### src/rtl/agc_pkg.sv
package agc_pkg;
  // default geometry of the gain loop
  localparam int N_CH_D    = 8;
  localparam int SAMP_W_D  = 8;
  localparam int WIN_W_D   = 16;
  localparam int MIN_DB_D  = 2;
  localparam int MAX_DB_D  = 32;

  // step request produced at a window boundary
  typedef enum logic [1:0] {
    STEP_HOLD = 2'd0,
    STEP_UP   = 2'd1,
    STEP_DOWN = 2'd2
  } step_e;

  // number of bits needed for a code spanning 0..span
  function automatic int code_bits(input int span);
    int b;
    b = 1;
    while ((1 << b) <= span) b++;
    return b;
  endfunction
endpackage

### src/rtl/agc_chan_detect.sv
module agc_chan_detect #(
  parameter int N_CH   = agc_pkg::N_CH_D,
  parameter int SAMP_W = agc_pkg::SAMP_W_D
) (
  input  logic [N_CH-1:0]        ovr,
  input  logic [N_CH*SAMP_W-1:0] data,
  output logic                   any_ovr,
  output logic                   any_big
);
  localparam int TOP = SAMP_W - 1;

  logic [N_CH-1:0] big;

  // a sample is large when its two top bits agree: near either rail
  for (genvar c = 0; c < N_CH; c++) begin : g_ch
    logic [1:0] hi;
    assign hi     = data[c*SAMP_W + TOP -: 2];
    assign big[c] = (hi[1] == hi[0]);
  end

  assign any_ovr = |ovr;
  assign any_big = |big;
endmodule

### src/rtl/agc_window_acc.sv
module agc_window_acc #(
  parameter int WIN_W = agc_pkg::WIN_W_D
) (
  input  logic             clk,
  input  logic             rst,
  input  logic [WIN_W-1:0] win_len,
  input  logic             any_ovr,
  input  logic             any_big,
  output logic             win_end,
  output logic             saw_ovr,
  output logic             saw_big
);
  logic [WIN_W-1:0] cnt_q;
  logic [WIN_W-1:0] len_eff;
  logic [WIN_W-1:0] last_idx;
  logic             acc_ovr_q;
  logic             acc_big_q;

  always_comb begin
    len_eff  = (win_len == '0) ? {{(WIN_W-1){1'b0}}, 1'b1} : win_len;
    last_idx = len_eff - {{(WIN_W-1){1'b0}}, 1'b1};
    win_end  = (cnt_q >= last_idx);
    saw_ovr  = acc_ovr_q | any_ovr;
    saw_big  = acc_big_q | any_big;
  end

  always_ff @(posedge clk) begin
    if (rst) begin
      cnt_q     <= '0;
      acc_ovr_q <= 1'b0;
      acc_big_q <= 1'b0;
    end else if (win_end) begin
      cnt_q     <= '0;
      acc_ovr_q <= 1'b0;
      acc_big_q <= 1'b0;
    end else begin
      cnt_q     <= cnt_q + {{(WIN_W-1){1'b0}}, 1'b1};
      acc_ovr_q <= saw_ovr;
      acc_big_q <= saw_big;
    end
  end
endmodule

### src/rtl/agc_code_step.sv
module agc_code_step #(
  parameter int CODE_W   = 5,
  parameter int CODE_MAX = 30
) (
  input  logic              clk,
  input  logic              rst,
  input  logic              win_end,
  input  logic              saw_ovr,
  input  logic              saw_big,
  output logic [CODE_W-1:0] code,
  output logic              upd
);
  import agc_pkg::*;

  localparam logic [CODE_W-1:0] TOP_CODE = CODE_W'(CODE_MAX);
  localparam logic [CODE_W-1:0] ONE      = CODE_W'(1);

  step_e             req;
  logic [CODE_W-1:0] code_q;
  logic [CODE_W-1:0] code_nx;
  logic              upd_q;

  // overrange wins; quiet lowers; any large sample holds
  always_comb begin
    if (!win_end)     req = STEP_HOLD;
    else if (saw_ovr) req = STEP_UP;
    else if (!saw_big) req = STEP_DOWN;
    else              req = STEP_HOLD;
  end

  always_comb begin
    code_nx = code_q;
    case (req)
      STEP_UP:   if (code_q < TOP_CODE) code_nx = code_q + ONE;
      STEP_DOWN: if (code_q != '0)      code_nx = code_q - ONE;
      default:   code_nx = code_q;
    endcase
  end

  always_ff @(posedge clk) begin
    if (rst) begin
      code_q <= TOP_CODE;
      upd_q  <= 1'b0;
    end else begin
      code_q <= code_nx;
      upd_q  <= (code_nx != code_q);
    end
  end

  assign code = code_q;
  assign upd  = upd_q;
endmodule

### src/rtl/agc_atten_ctrl.sv
module agc_atten_ctrl #(
  parameter int N_CH   = agc_pkg::N_CH_D,
  parameter int SAMP_W = agc_pkg::SAMP_W_D,
  parameter int WIN_W  = agc_pkg::WIN_W_D,
  parameter int MIN_DB = agc_pkg::MIN_DB_D,
  parameter int MAX_DB = agc_pkg::MAX_DB_D,
  parameter int CODE_W = agc_pkg::code_bits(MAX_DB - MIN_DB)
) (
  input  logic                   clk,
  input  logic                   rst,
  input  logic [WIN_W-1:0]       win_len,
  input  logic [N_CH-1:0]        adc_ovr,
  input  logic [N_CH*SAMP_W-1:0] adc_data,
  output logic [CODE_W-1:0]      atten_code,
  output logic                   atten_upd
);
  localparam int CODE_MAX = MAX_DB - MIN_DB;

  logic any_ovr, any_big;
  logic win_end, saw_ovr, saw_big;

  agc_chan_detect #(.N_CH(N_CH), .SAMP_W(SAMP_W)) u_det (
    .ovr     (adc_ovr),
    .data    (adc_data),
    .any_ovr (any_ovr),
    .any_big (any_big)
  );

  agc_window_acc #(.WIN_W(WIN_W)) u_win (
    .clk     (clk),
    .rst     (rst),
    .win_len (win_len),
    .any_ovr (any_ovr),
    .any_big (any_big),
    .win_end (win_end),
    .saw_ovr (saw_ovr),
    .saw_big (saw_big)
  );

  agc_code_step #(.CODE_W(CODE_W), .CODE_MAX(CODE_MAX)) u_step (
    .clk     (clk),
    .rst     (rst),
    .win_end (win_end),
    .saw_ovr (saw_ovr),
    .saw_big (saw_big),
    .code    (atten_code),
    .upd     (atten_upd)
  );
endmodule

### config.mk
export PLATFORM = sky130hd
export DESIGN_NAME = agc_atten_ctrl
export DESIGN_NICKNAME = d
export VERILOG_FILES = /design/src/rtl/agc_pkg.sv /design/src/rtl/agc_chan_detect.sv /design/src/rtl/agc_window_acc.sv /design/src/rtl/agc_code_step.sv /design/src/rtl/agc_atten_ctrl.sv
export SDC_FILE = /design/constraint.sdc
export NUM_CORES = 1
export LEC_CHECK = 0
export CELL_PAD_IN_SITES_DETAIL_PLACEMENT = 1
export CELL_PAD_IN_SITES_GLOBAL_PLACEMENT = 1
export CORE_MARGIN = 5
export CORE_UTILIZATION = 47
export CTS_CLUSTER_DIAMETER = 40
export DETAILED_ROUTE_END_ITERATION = 7
export DONT_BUFFER_PORTS = 1
export PLACE_DENSITY = 0.87
export SETUP_SLACK_MARGIN = 0.02
export SLEW_MARGIN = 20
export SYNTH_ARGS = -nofsm -noshare
export SYNTH_HDL_FRONTEND = slang
export SYNTH_SLANG_ARGS = --single-unit
### constraint.sdc
create_clock -name clk -period 9.2 [get_ports clk]
set_input_delay 1.38 -clock clk [delete_from_list [all_inputs] [get_ports clk]]
set_output_delay 1.38 -clock clk [all_outputs]
set_load 0.05 [all_outputs]
# --- Yosys cells after proc, flatten, opt, wreduce, memory -nomap -nowiden ---
# Index checks and enable logic that the tools add are counted.
totals:
  reg_bits: 24
  out_inout_bits: 6
  word_cells: 36
op_classes:
  n_addsub: 4
  n_lt_le_gt_ge: 2
  eq_ne: 11
  mux: 7
  bitwise: 2
  n_reduce_logical: 5
ops:
  columns: ["operator", "n"]
  rows:
  - ["$add A16 B1 Y16 const B", 1]
  - ["$ge A16 B16 Y1", 1]
  - ["$logic_not A16 Y1", 1]
  - ["$mux W16", 1]
  - ["$reduce_or A8 Y1", 2]
  - ["$sub A16 B1 Y16 const B", 1]
  - ["$mux W5", 2]
  - ["$pmux W5 S2", 1]
  - ["$eq A1 B1 Y1", 8]
  - ["$mux W2", 3]
  - ["$add A5 B1 Y5 const B", 1]
  - ["$lt A5 B5 Y1 const B", 1]
  - ["$ne A5 B5 Y1", 1]
  - ["$reduce_bool A5 Y1", 1]
  - ["$sub A5 B1 Y5 const B", 1]
  - ["$eq A2 B1 Y1 const B", 1]
  - ["$eq A2 B2 Y1 const B", 1]
  - ["$or A1 B1 Y1", 2]
  - ["$reduce_or A2 Y1", 1]

# --- Depth between registers and ports, before layout ---
# Gate-level depths: netlist of run 1.
logic_depth:
  ltp_word: 9
  ltp_mapped: 27
  depth_no_buf: 26

# --- By module ---
# Synthesis of run 1 repeated with hierarchy kept, for this count alone.
hier_totals:
  cells_unflattened: 235
  area_unflattened_um2: 2031.9
by_module_without_submodules:
  columns: ["module", "instances", "cells_per_inst", "area_per_inst_um2", "seq_area_each_um2"]
  rows:
  - ["agc_window_acc", 1, 169, 1505.2, 360.3]
  - ["agc_code_step", 1, 52, 424.2, 120.1]
  - ["agc_chan_detect", 1, 14, 102.6, 0.0]

# --- Worst setup path after synthesis of run 1 ---
# OpenSTA, ideal clock, no wires.
synth_timing:
  path_kind: "input to register"
  start: "input port win_len[11]"
  end: "register u_step.upd_q (netlist: u_step.upd)"
  arrival_ns: 6.348
  t_required_ns: 9.076
  slack_ns: 2.729
  path_stages: 27
  n_path_buf: 1
  cell_sequence: "or4_4 > or3_4 > or4b_4 > inv_1 > a21oi_1 > ha_1 > nand2b_1 > or3_1 > nor2b_1 > inv_1 > or3_1 > xor2_1 > ha_1 > nand2_1 > o21ai_0 > a211o_1 > a211oi_1 > or2_2 > or3_1 > ha_1 > clkbuf_1 > inv_1 > o21ai_0 > nor2_1 > or3_1 > a31oi_1 > a31oi_1"
synth_between:
  elab_chain_len: 8
  word_cells_on_any_way: 9
  classes_between: "add/sub (1); order compare (1); eq/ne (3); mux (3); reduce/logical (1)"
synth_rtl:
  columns: ["element", "line", "text"]
  rows:
  - ["from (decl)", "agc_atten_ctrl.sv:11", "input logic [WIN_W-1:0] win_len,"]
  - ["$logic_not A16 Y1", "agc_window_acc.sv:20", "len_eff = (win_len == '0) ? {{(WIN_W-1){1'b0}}, 1'b1} : win_len;"]
  - ["$mux W16 (*)", "agc_window_acc.sv:20", null]
  - ["$sub A16 B1 Y16 (*)", "agc_window_acc.sv:21", "last_idx = len_eff - {{(WIN_W-1){1'b0}}, 1'b1};"]
  - ["$ge A16 B16 Y1 (*)", "agc_window_acc.sv:22", "win_end = (cnt_q >= last_idx);"]
  - ["$mux W2 (*)", "agc_code_step.sv:25", "if (!win_end) req = STEP_HOLD;"]
  - ["$eq A2 B2 Y1 / $eq A2 B1 Y1 (equally long branches)", "agc_code_step.sv:33", "case (req)"]
  - ["$pmux W5 S2 (*)", "agc_code_step.sv:33", null]
  - ["$ne A5 B5 Y1 (*)", "agc_code_step.sv:46", "upd_q <= (code_nx != code_q);"]
  - ["to (signal assigned)", "agc_code_step.sv:46", null]
  - ["to (decl)", "agc_code_step.sv:21", "logic upd_q;"]
# Mark *: on every way between the ends. The rest lies on a longest branch, timed or not.
# A chain may end at the register's enable or synchronous reset.

# --- Worst setup path in the final report of run 1 ---
# Ends and elaborated chain as after synthesis.

==> results of run 1 <==
[power groups by stage]
stage,sequential (mW),combinational (mW),clock (mW)
3_5_place_dp,0.110,0.0203,0
4_1_cts,0.107,0.0204,0.0626
2_1_floorplan,0.109,0.0163,0
6_report,0.107,0.0199,0.0606
5_1_grt,0.108,0.0234,0.0675
3_3_place_gp,0.110,0.0189,0
[synth_stat cells, drive strengths merged]
master / n / area, sq um
nor2: 28 / 105.1
dfxtp: 24 / 480.5
ha: 22 / 275.3
xor2: 18 / 157.7
a21oi: 17 / 85.08
o21ai: 17 / 85.08
nand2: 15 / 58.81
nand3: 14 / 70.07
xnor2: 14 / 122.6
inv: 13 / 48.80
nor3: 9 / 45.04
or3: 7 / 48.80
and3: 6 / 37.54
clkbuf: 6 / 22.52
nand2b: 6 / 37.54
nand4: 6 / 37.54
nor2b: 4 / 25.02
a211o: 2 / 17.52
a31oi: 2 / 12.51
and2: 2 / 12.51
nor4: 2 / 12.51
or4: 2 / 18.77
or4b: 2 / 23.77
a211oi: 1 / 7.510
a21bo: 1 / 10.01
a21o: 1 / 7.510
a221o: 1 / 10.01
a22o: 1 / 8.760
a22oi: 1 / 7.510
a41o: 1 / 10.01
and4: 1 / 8.760
mux2: 1 / 11.26
nor3b: 1 / 7.510
o2111a: 1 / 11.26
o211ai: 1 / 7.510
o221ai: 1 / 8.760
o2bb2ai: 1 / 8.760
o311ai: 1 / 8.760
o31ai: 1 / 7.510
o32ai: 1 / 8.760
or2: 1 / 6.260
[flip-flops by register name, indices dropped and copies added, names as in the netlist]
signal / flops
u_step.code: 5
u_win.acc_ovr_q: 1
u_step.upd: 1
u_win.cnt_q: 16
u_win.acc_big_q: 1
[stage by stage]
step | hold WS, ns | utilization [%]
4_1_cts | 0.4894 | 51.22
6_report | 0.4802 | 51.31
5_1_grt | 0.5131 | 51.31
3_3_place_gp | 0.4584 | 50.20
3_5_place_dp | 0.4690 | 50.20
2_1_floorplan | 0.4371 | -
[path summary, 6_finish.rpt]
| kind | startpoint | endpoint | slack [ns] | cells after the start |
|---|---|---|---|---|
| setup / recovery | win_len[11] | u_step.upd | 2.33 | 26 |
| hold / removal | u_win.cnt_q[0] | u_win.cnt_q[0] | 0.48 | 1 |
| setup reg to reg | u_win.cnt_q[9] | u_step.upd | 5.58 | 14 |
| hold reg to reg | u_win.cnt_q[0] | u_win.cnt_q[0] | 0.48 | 1 |
[cell families (layout without fill, tap and decap cells)]
group                    Yosys count  in the layout  synth area share, %
AO/OA/AOI/OAI                     52             52                16.17
XOR/XNOR                          32             32                14.04
adder cells (fa/ha/maj)           22             22                13.78
buffers and inverters             19             16                3.572
flip-flops                        24             24                24.06
multiplexers                       1              1               0.5639
AND/OR/NAND/NOR                  106            106                27.82
[routing by layer]
metal  GRT usage [%]  routed length [um]  part of all wire (%)  up-vias
li1                -                   -                     -      914
met1           26.02                2263                    46      868
met2           32.69                2441                    49       46
met3           3.738                 203                   4.1        4
met4           1.942                  38                  0.77        0
met5               0                   0                     0        -
[cell type report]
cell class	instances	area share, %
clock buffers	3	1.983
inverters	13	2.344
multi-input cells	213	69.59
well taps	50	3.005
flip-flops and latches	24	23.08
[worst register-to-register path: stages (launching register included)]
cell and delay (ns):
dfxtp_1 0.35, ha_1 0.31, a21oi_1 0.06, o21ai_0 0.35
a41o_1 0.16, a21oi_1 0.11, or2_2 0.34, or3_1 0.36
ha_1 0.45, inv_1 0.16, o21ai_0 0.14, nor2_1 0.09
or3_1 0.39, a31oi_1 0.16, a31oi_1 0.10
==> flow_metrics.tcl, run 1 <==
set metrics [dict create \
    fin_ws_ns 2.334 \
    critical_path_class "primary input to flop" \
    setup_tns_ns 0 \
    grt_pass1_vias 1942 \
    seq_area_frac_synth_pct 24.06 \
    syn_nets 368 \
    power_frac_seq_pct 57.1 \
    place_ws_ns 2.030 \
    coreArea_sq_um 4058 \
    cp.arrival_ns 7.02 \
    track_usage_pct 19.18 \
    max_cap_viol_count 0 \
    antenna_found_initial 0 \
    finalHoldViolCount 0 \
    final_cells 303 \
    syn_area_sq_um 1997 \
    clk_latency_ns 0.26 \
    drtIter0Drc 149 \
    max_stage_delay_ns 0.55 \
    synth_area_per_cell_sq_um 7.800 \
    start_util_pct 49.21 \
    die-area_sq_um 5652 \
    vias 1832 \
    grt_pass1_wl_mm 8.694 \
    place_congestion 0.7951 \
    hold_path.class "flop to flop" \
    cts_buffers 3 \
    root_buffer "clkbuf_8" \
    fillCellCount 535 \
    switching_power_mw 0.04288 \
    cellInternalPower_mw 0.1448 \
    ios 96 \
    finalInstanceArea_sq_um 2082 \
    grt_max_degree 17 \
    vias_per_cell 6.046 \
    worstPathBufferInverterCount 3 \
    n_antenna_cell 0 \
    end_kind "flop" \
    ir_worst_vdd_v 0.00008631 \
    first_pass_iters 4 \
    setup_viol 0 \
    tightest_slew_ns 0.8852 \
    numPortBuffers 0 \
    crit_top_cell "or3_1" \
    fp.dieW_um 75.18 \
    postSynthCellCount 256 \
    synth-seq-cells 24 \
    final_common_cell "nor2_1" \
    max_slew_margin_pct 40.91 \
    fp.dieH_um 75.18 \
    finClkSkew_ns 0.003290 \
    startpoint_type "primary input" \
    drv_slew 0 \
    cts_tree "built" \
    area_growth_syn_to_layout_pct 4.261 \
    cts_max_path_buffers 2 \
    regArea_sq_um 480.5 \
    synth_cell_type_count 46 \
    gr-total-overflow 0 \
    cpLargestDelayFamily "simple AND/OR/NAND/NOR gates" \
    power_frac_comb_pct 10.6 \
    placed_cells 300 \
    p_sw_share_pct 22.85 \
    cts_resized 0 \
    yosysWarnings 0 \
    cts-htree-levels 1 \
    grt_setup_unrepaired "no" \
    slowest_stage "or4b_4" \
    num_rows 23 \
    antenna_left 0 \
    clkPwrFrac_pct 32.3 \
    finalPower_mw 0.1877 \
    power_density_nw_per_um2 90.14 \
    max_freq_mhz 145.6 \
    crit_fanout 8 \
    required_ns 9.35 \
    cts_setup_buffers 0 \
    dpl_cell_area_sq_um 2037 \
    multi_input_area_sq_um 1449 \
    drc 0 \
    drt-total-wl_mm 4.947 \
    period_minus_slack_ns 6.866 \
    ctsHoldBuffers 0 \
    cts_num_sinks 24 \
    layout.nets 367 \
    wl_per_cell_um 16.33 \
    leakage_nw 0.8235 \
    drive_above_1_share_pct 4.348 \
    hpwl_mm 4.011 \
    status "completed" \
    clk_pin_slew_ns 0.08 \
    layout_common_cells "nor2_1, dfxtp_1, ha_1" \
    period_share_pct 74.63 \
]
Note: power is estimated with default switching activity, not from simulation.
==> run 2, diff against run 1 <==
CORE_UTILIZATION = 44   (was 47)
PLACE_DENSITY = 0.82   (was 0.87)
clock period = 6.74 ns   (was 9.2 ns; I/O delays follow)
==> run 2 against run 1 <==
Combinational power grew 36%. Count of clock-buffer cells in the layout is 1 higher. Worst hold slack better by 0.0073 ns. Wire length down 1.1%. Die area is 5.9% higher. Core utilization is 3.2 points lower. Global-route usage decreased by 2.5 points. Design area up 1.3%. Sequential power is 36% higher. Critical path depth is the same.
==> flow_metrics.tcl, run 2 (synthesized netlist as in run 1, its figures left out) <==
set metrics [dict create \
    finish.utilization_pct 48.12 \
    finClkSkew_ns 0.01184 \
    max_freq_mhz 159.9 \
    ff2ff_setup_slack_ns 3.26 \
    root_buffer "clkbuf_8" \
    start_util_pct 45.55 \
    cts_buffers 3 \
    crit_fanout 8 \
    setup_tns_ns 0 \
    max_cap_viol_count 0 \
    grt_setup_unrepaired "no" \
    largest_reg_flops 16 \
    tightest_slew_ns 0.9052 \
    power_frac_seq_pct 53.8 \
    cts_setup_buffers 0 \
    cpLargestDelayFamily "simple AND/OR/NAND/NOR gates" \
    power_frac_comb_pct 10.0 \
    cp.arrival_ns 6.41 \
    ios 96 \
    coreArea_sq_um 4384 \
    fp.dieH_um 77.37 \
    hpwl_mm 4.002 \
    grt_max_degree 17 \
    ctsHoldBuffers 0 \
    setup_viol 0 \
    gr-total-overflow 0 \
    grt_pass1_vias 1940 \
    switching_power_mw 0.06150 \
    max_stage_delay_ns 0.56 \
    first_pass_iters 4 \
    hold_path.class "flop to flop" \
    fin_ws_ns 0.4843 \
    cts-htree-levels 1 \
    wl_per_cell_um 15.89 \
    startpoint "win_len[11]" \
    leakage_nw 0.8383 \
    antenna_left 0 \
    antenna_found_initial 0 \
    layout_common_cells "nor2_1, dfxtp_1, ha_1" \
    clk_latency_ns 0.27 \
    period_minus_slack_ns 6.256 \
    critical_path_class "primary input to flop" \
    cellInternalPower_mw 0.2101 \
    finalInstanceArea_sq_um 2110 \
    drive_above_1_share_pct 5.078 \
    max_slew_margin_pct 39.57 \
    worstPathBufferInverterCount 3 \
    cts_resized 0 \
    clk_pin_slew_ns 0.09 \
    ir_worst_vdd_v 0.00006195 \
    required_ns 6.89 \
    die-area_sq_um 5985 \
    p_sw_share_pct 22.65 \
    top_register "u_win.cnt_q" \
    n_antenna_cell 0 \
    track_usage_pct 16.66 \
    area_growth_syn_to_layout_pct 5.639 \
    cts_num_sinks 24 \
    drtIter0Drc 57 \
    drc 0 \
    final_common_cell "nor2_1" \
    startpoint_type "primary input" \
    cts_max_path_buffers 2 \
    reg2reg_from "u_win.cnt_q[5]" \
    end_kind "flop" \
    num_rows 24 \
    vias_per_cell 5.971 \
    numPortBuffers 0 \
    layout.nets 369 \
    min_from "u_win.cnt_q[0]" \
    drv_slew 0 \
    vias 1839 \
    fp.dieW_um 77.37 \
    clkPwrFrac_pct 36.2 \
    cts_tree "built" \
    power_density_nw_per_um2 128.7 \
    place_congestion 0.8434 \
    dpl_cell_area_sq_um 2054 \
    finalHoldViolCount 0 \
    fillCellCount 566 \
    status "completed" \
    period_share_pct 92.82 \
    place_ws_ns 0.1941 \
    drt-total-wl_mm 4.893 \
    grt_pass1_wl_mm 8.611 \
    holdWs_ns 0.4875 \
    slowest_stage "or4b_4" \
]
-- run 2: changes by cell type in the layout (fill, tap and decap cells not counted), sizes merged --
cell    before  now
buf          0    2
clkbuf       3    4
-- run 2: cell type report --
cell class | count | area (sq um) | share of cell area, %
multi-input combinational | 213 | 1445 | 68.51
tap | 52 | 65.06 | 3.084
clock buffer | 4 | 55.05 | 2.610
timing repair buffer | 2 | 15.01 | 0.7117
sequential | 24 | 480.5 | 22.78
inverter | 13 | 48.80 | 2.313
-- run 2: per-stage QoR --
step | power (mW) | cells
6_report | 0.2716 | 308
5_1_grt | 0.2857 | 308
4_1_cts | 0.2766 | 308
3_5_place_dp | 0.1772 | 304
3_3_place_gp | 0.1758 | 304
2_1_floorplan | 0.1710 | 256
-- run 2: power groups by stage --
| stage | sequential [mW] | clock (mW) | combinational (mW) |
|---|---|---|---|
| floorplan | 0.149 | 0 | 0.0222 |
| global route | 0.147 | 0.107 | 0.0320 |
| finish | 0.146 | 0.0984 | 0.0270 |
| CTS | 0.146 | 0.103 | 0.0278 |
| detailed placement | 0.149 | 0 | 0.0278 |
| global placement | 0.149 | 0 | 0.0264 |
-- run 2: final timing paths --
kind / to / cells past startpoint
worst max-delay path: u_step.upd / 26
worst max register to register: u_step.upd / 14
worst min register to register: u_win.cnt_q[0] / 1
worst min-delay path: u_win.cnt_q[0] / 1
-- run 2: layer usage --
metal  routed length (um)  part of all wire (%)  global-route usage (%)  vias to the layer above
li1                     -                     -                       -                      913
met1                 2269                    46                   21.44                      877
met2                 2402                    49                   29.04                       43
met3                  163                   3.3                   2.199                        6
met4                   58                   1.2                   4.639                        0
met5                    0                     0                       0                        -
-- run 2: worst reg2reg max path, cell delays in order, from the launching register on --
cell	delay (ns)
dfxtp_1	0.44
ha_1	0.28
a211o_1	0.27
a21oi_1	0.12
o21ai_0	0.12
a211oi_1	0.30
or2_2	0.22
nand2b_1	0.12
ha_1	0.33
inv_1	0.09
o21ai_0	0.28
nor2_1	0.13
or3_1	0.38
a31oi_1	0.18
a31oi_1	0.10
==> run 3, diff against run 2 <==
CORE_MARGIN = 4   (was 5)
CTS_CLUSTER_SIZE = 8   (was not set)
MAX_ROUTING_LAYER = met4   (was not set)
==> run 3 against run 2 <==
Count of clock-buffer cells in the layout fell by 1. Critical path depth did not move. Worst hold slack got worse by 0.0058 ns. Flip-flop and latch count is the same. Non-clock buffer count stayed put. Sequential power hardly changed. Worst setup slack improved by 0.012 ns. Register-to-register slack barely moved. Sequential share of layout area rose by 0.15 points. Clock power down 15%. Global-route usage grew 1.4 points. Combinational power is 1% higher. Critical endpoint unchanged. Largest cell class unchanged. Highest routed layer unchanged.
==> flow_metrics.tcl, run 3 (synthesized netlist as in run 1, its figures left out) <==
set metrics [dict create \
    start_util_pct 45.55 \
    cts-htree-levels 1 \
    startpoint "win_len[11]" \
    vias 1814 \
    place_congestion 0.8211 \
    cts_max_path_buffers 2 \
    fp.dieW_um 75.37 \
    ir_worst_vdd_v 0.00006505 \
    status "completed" \
    reg2reg_depth 14 \
    cts_buffers 3 \
    cts_resized 0 \
    drv_slew 0 \
    first_pass_iters 4 \
    gr-total-overflow 0 \
    hold_depth 1 \
    antenna_found_initial 0 \
    vias_per_cell 5.909 \
    ctsHoldBuffers 0 \
    grt_pass1_wl_mm 7.845 \
    antenna_left 0 \
    largest_reg_flops 16 \
    numPortBuffers 0 \
    drt-total-wl_mm 4.743 \
    grt_pass1_vias 1773 \
    root_buffer "clkbuf_8" \
    cts_tree "built" \
    drc 0 \
    startpoint_type "primary input" \
    cts_num_sinks 24 \
    required_ns 6.89 \
    grt_setup_unrepaired "no" \
    area_growth_syn_to_layout_pct 4.950 \
    track_usage_pct 18.06 \
    fin_ws_ns 0.4967 \
    ios 96 \
    busiest_layer "met2" \
    cp.arrival_ns 6.39 \
    fp.dieH_um 75.37 \
    max_slew_margin_pct 39.21 \
    fillCellCount 578 \
    end_kind "flop" \
    setup_viol 0 \
    drive_above_1_share_pct 4.706 \
    n_antenna_cell 0 \
    use_met2_pct 31.06 \
    final_common_cell "nor2_1" \
    period_share_pct 92.63 \
    period_minus_slack_ns 6.243 \
    clk_pin_slew_ns 0.08 \
    finalInstanceArea_sq_um 2096 \
    drtIter0Drc 59 \
    max_freq_mhz 160.2 \
    finalHoldViolCount 0 \
    clk_latency_ns 0.27 \
    layout_common_cells "nor2_1, dfxtp_1, ha_1" \
    power_density_nw_per_um2 122.7 \
    top_register "u_win.cnt_q" \
    coreArea_sq_um 4384 \
    die-area_sq_um 5680 \
    tightest_slew_ns 0.9106 \
    reg2reg_from "u_win.cnt_q[5]" \
    finClkSkew_ns 0.005260 \
    grt_max_degree 17 \
    hold_path.class "flop to flop" \
    wl_per_cell_um 15.45 \
    num_rows 24 \
    min_from "u_win.cnt_q[0]" \
    critical_path_class "primary input to flop" \
    leakage_nw 0.8311 \
    holdWs_ns 0.4817 \
    use_met1_pct 22.58 \
    setup_tns_ns 0 \
    layout.nets 369 \
    grt_use_met3_pct 2.243 \
    cts_setup_buffers 0 \
    hpwl_mm 3.911 \
    max_cap_viol_count 0 \
    crit_fanout 8 \
    dpl_cell_area_sq_um 2054 \
    place_ws_ns 0.2264 \
]
-- run 3: cell types whose count changed in the layout (fill, tap and decap cells not counted), sizes merged --
cell | previous run | this run
clkbuf | 4 | 3
-- run 3: layer usage --
layer	vias up	share of wire, %
met5	-	0
met1	858	46
met4	0	0.72
met2	40	49
li1	914	-
met3	2	4.7
-- run 3: power by group --
group | total (mW) | internal (mW) | leakage [nW] | switching [mW]
Sequential | 0.146 | 0.144 | 0.195 | 0.00212
Clock | 0.0838 | 0.0400 | 0.0216 | 0.0438
Combinational | 0.0274 | 0.0141 | 0.615 | 0.0133
Total | 0.257 | 0.198 | 0.831 | 0.0592
-- run 3: path summary, 6_finish.rpt --
check | endpoint | slack, ns
max | u_step.upd | 0.50
min | u_win.cnt_q[0] | 0.48
max reg2reg | u_step.upd | 3.27
min reg2reg | u_win.cnt_q[0] | 0.48
-- run 3: area by class of cell --
cell class / instances / area, sq um / area share (%)
inverters: 13 / 48.80 / 2.328
well taps: 52 / 65.06 / 3.104
repair buffers: 2 / 15.01 / 0.7164
flip-flops and latches: 24 / 480.5 / 22.93
multi-input cells: 213 / 1445 / 68.96
clock buffers: 3 / 41.29 / 1.970
-- run 3: worst max-delay path: stages --
cell and delay (ns):
or4_4 0.54, or3_4 0.36, or4b_4 0.55, inv_1 0.07, a21oi_1 0.08, ha_1 0.25, nand2b_1 0.08, or3_1 0.14
nor2b_1 0.09, inv_1 0.09, or3_1 0.12, xor2_1 0.07, ha_1 0.30, nand2_1 0.05, o21ai_0 0.25, a41o_1 0.16
a21oi_1 0.08, or2_2 0.34, nor3_1 0.21, ha_1 0.34, inv_1 0.09, o21ai_0 0.29, nor2_1 0.13, or3_1 0.39
a31oi_1 0.18, a31oi_1 0.11
-- run 3: metrics by stage --
stage,util [%],power [mW],instances
finish,47.80,0.2572,307
global route,47.80,0.2732,307
CTS,47.80,0.2612,307
detailed placement,46.86,0.1776,304
global placement,46.86,0.1758,304
floorplan,-,0.1710,256
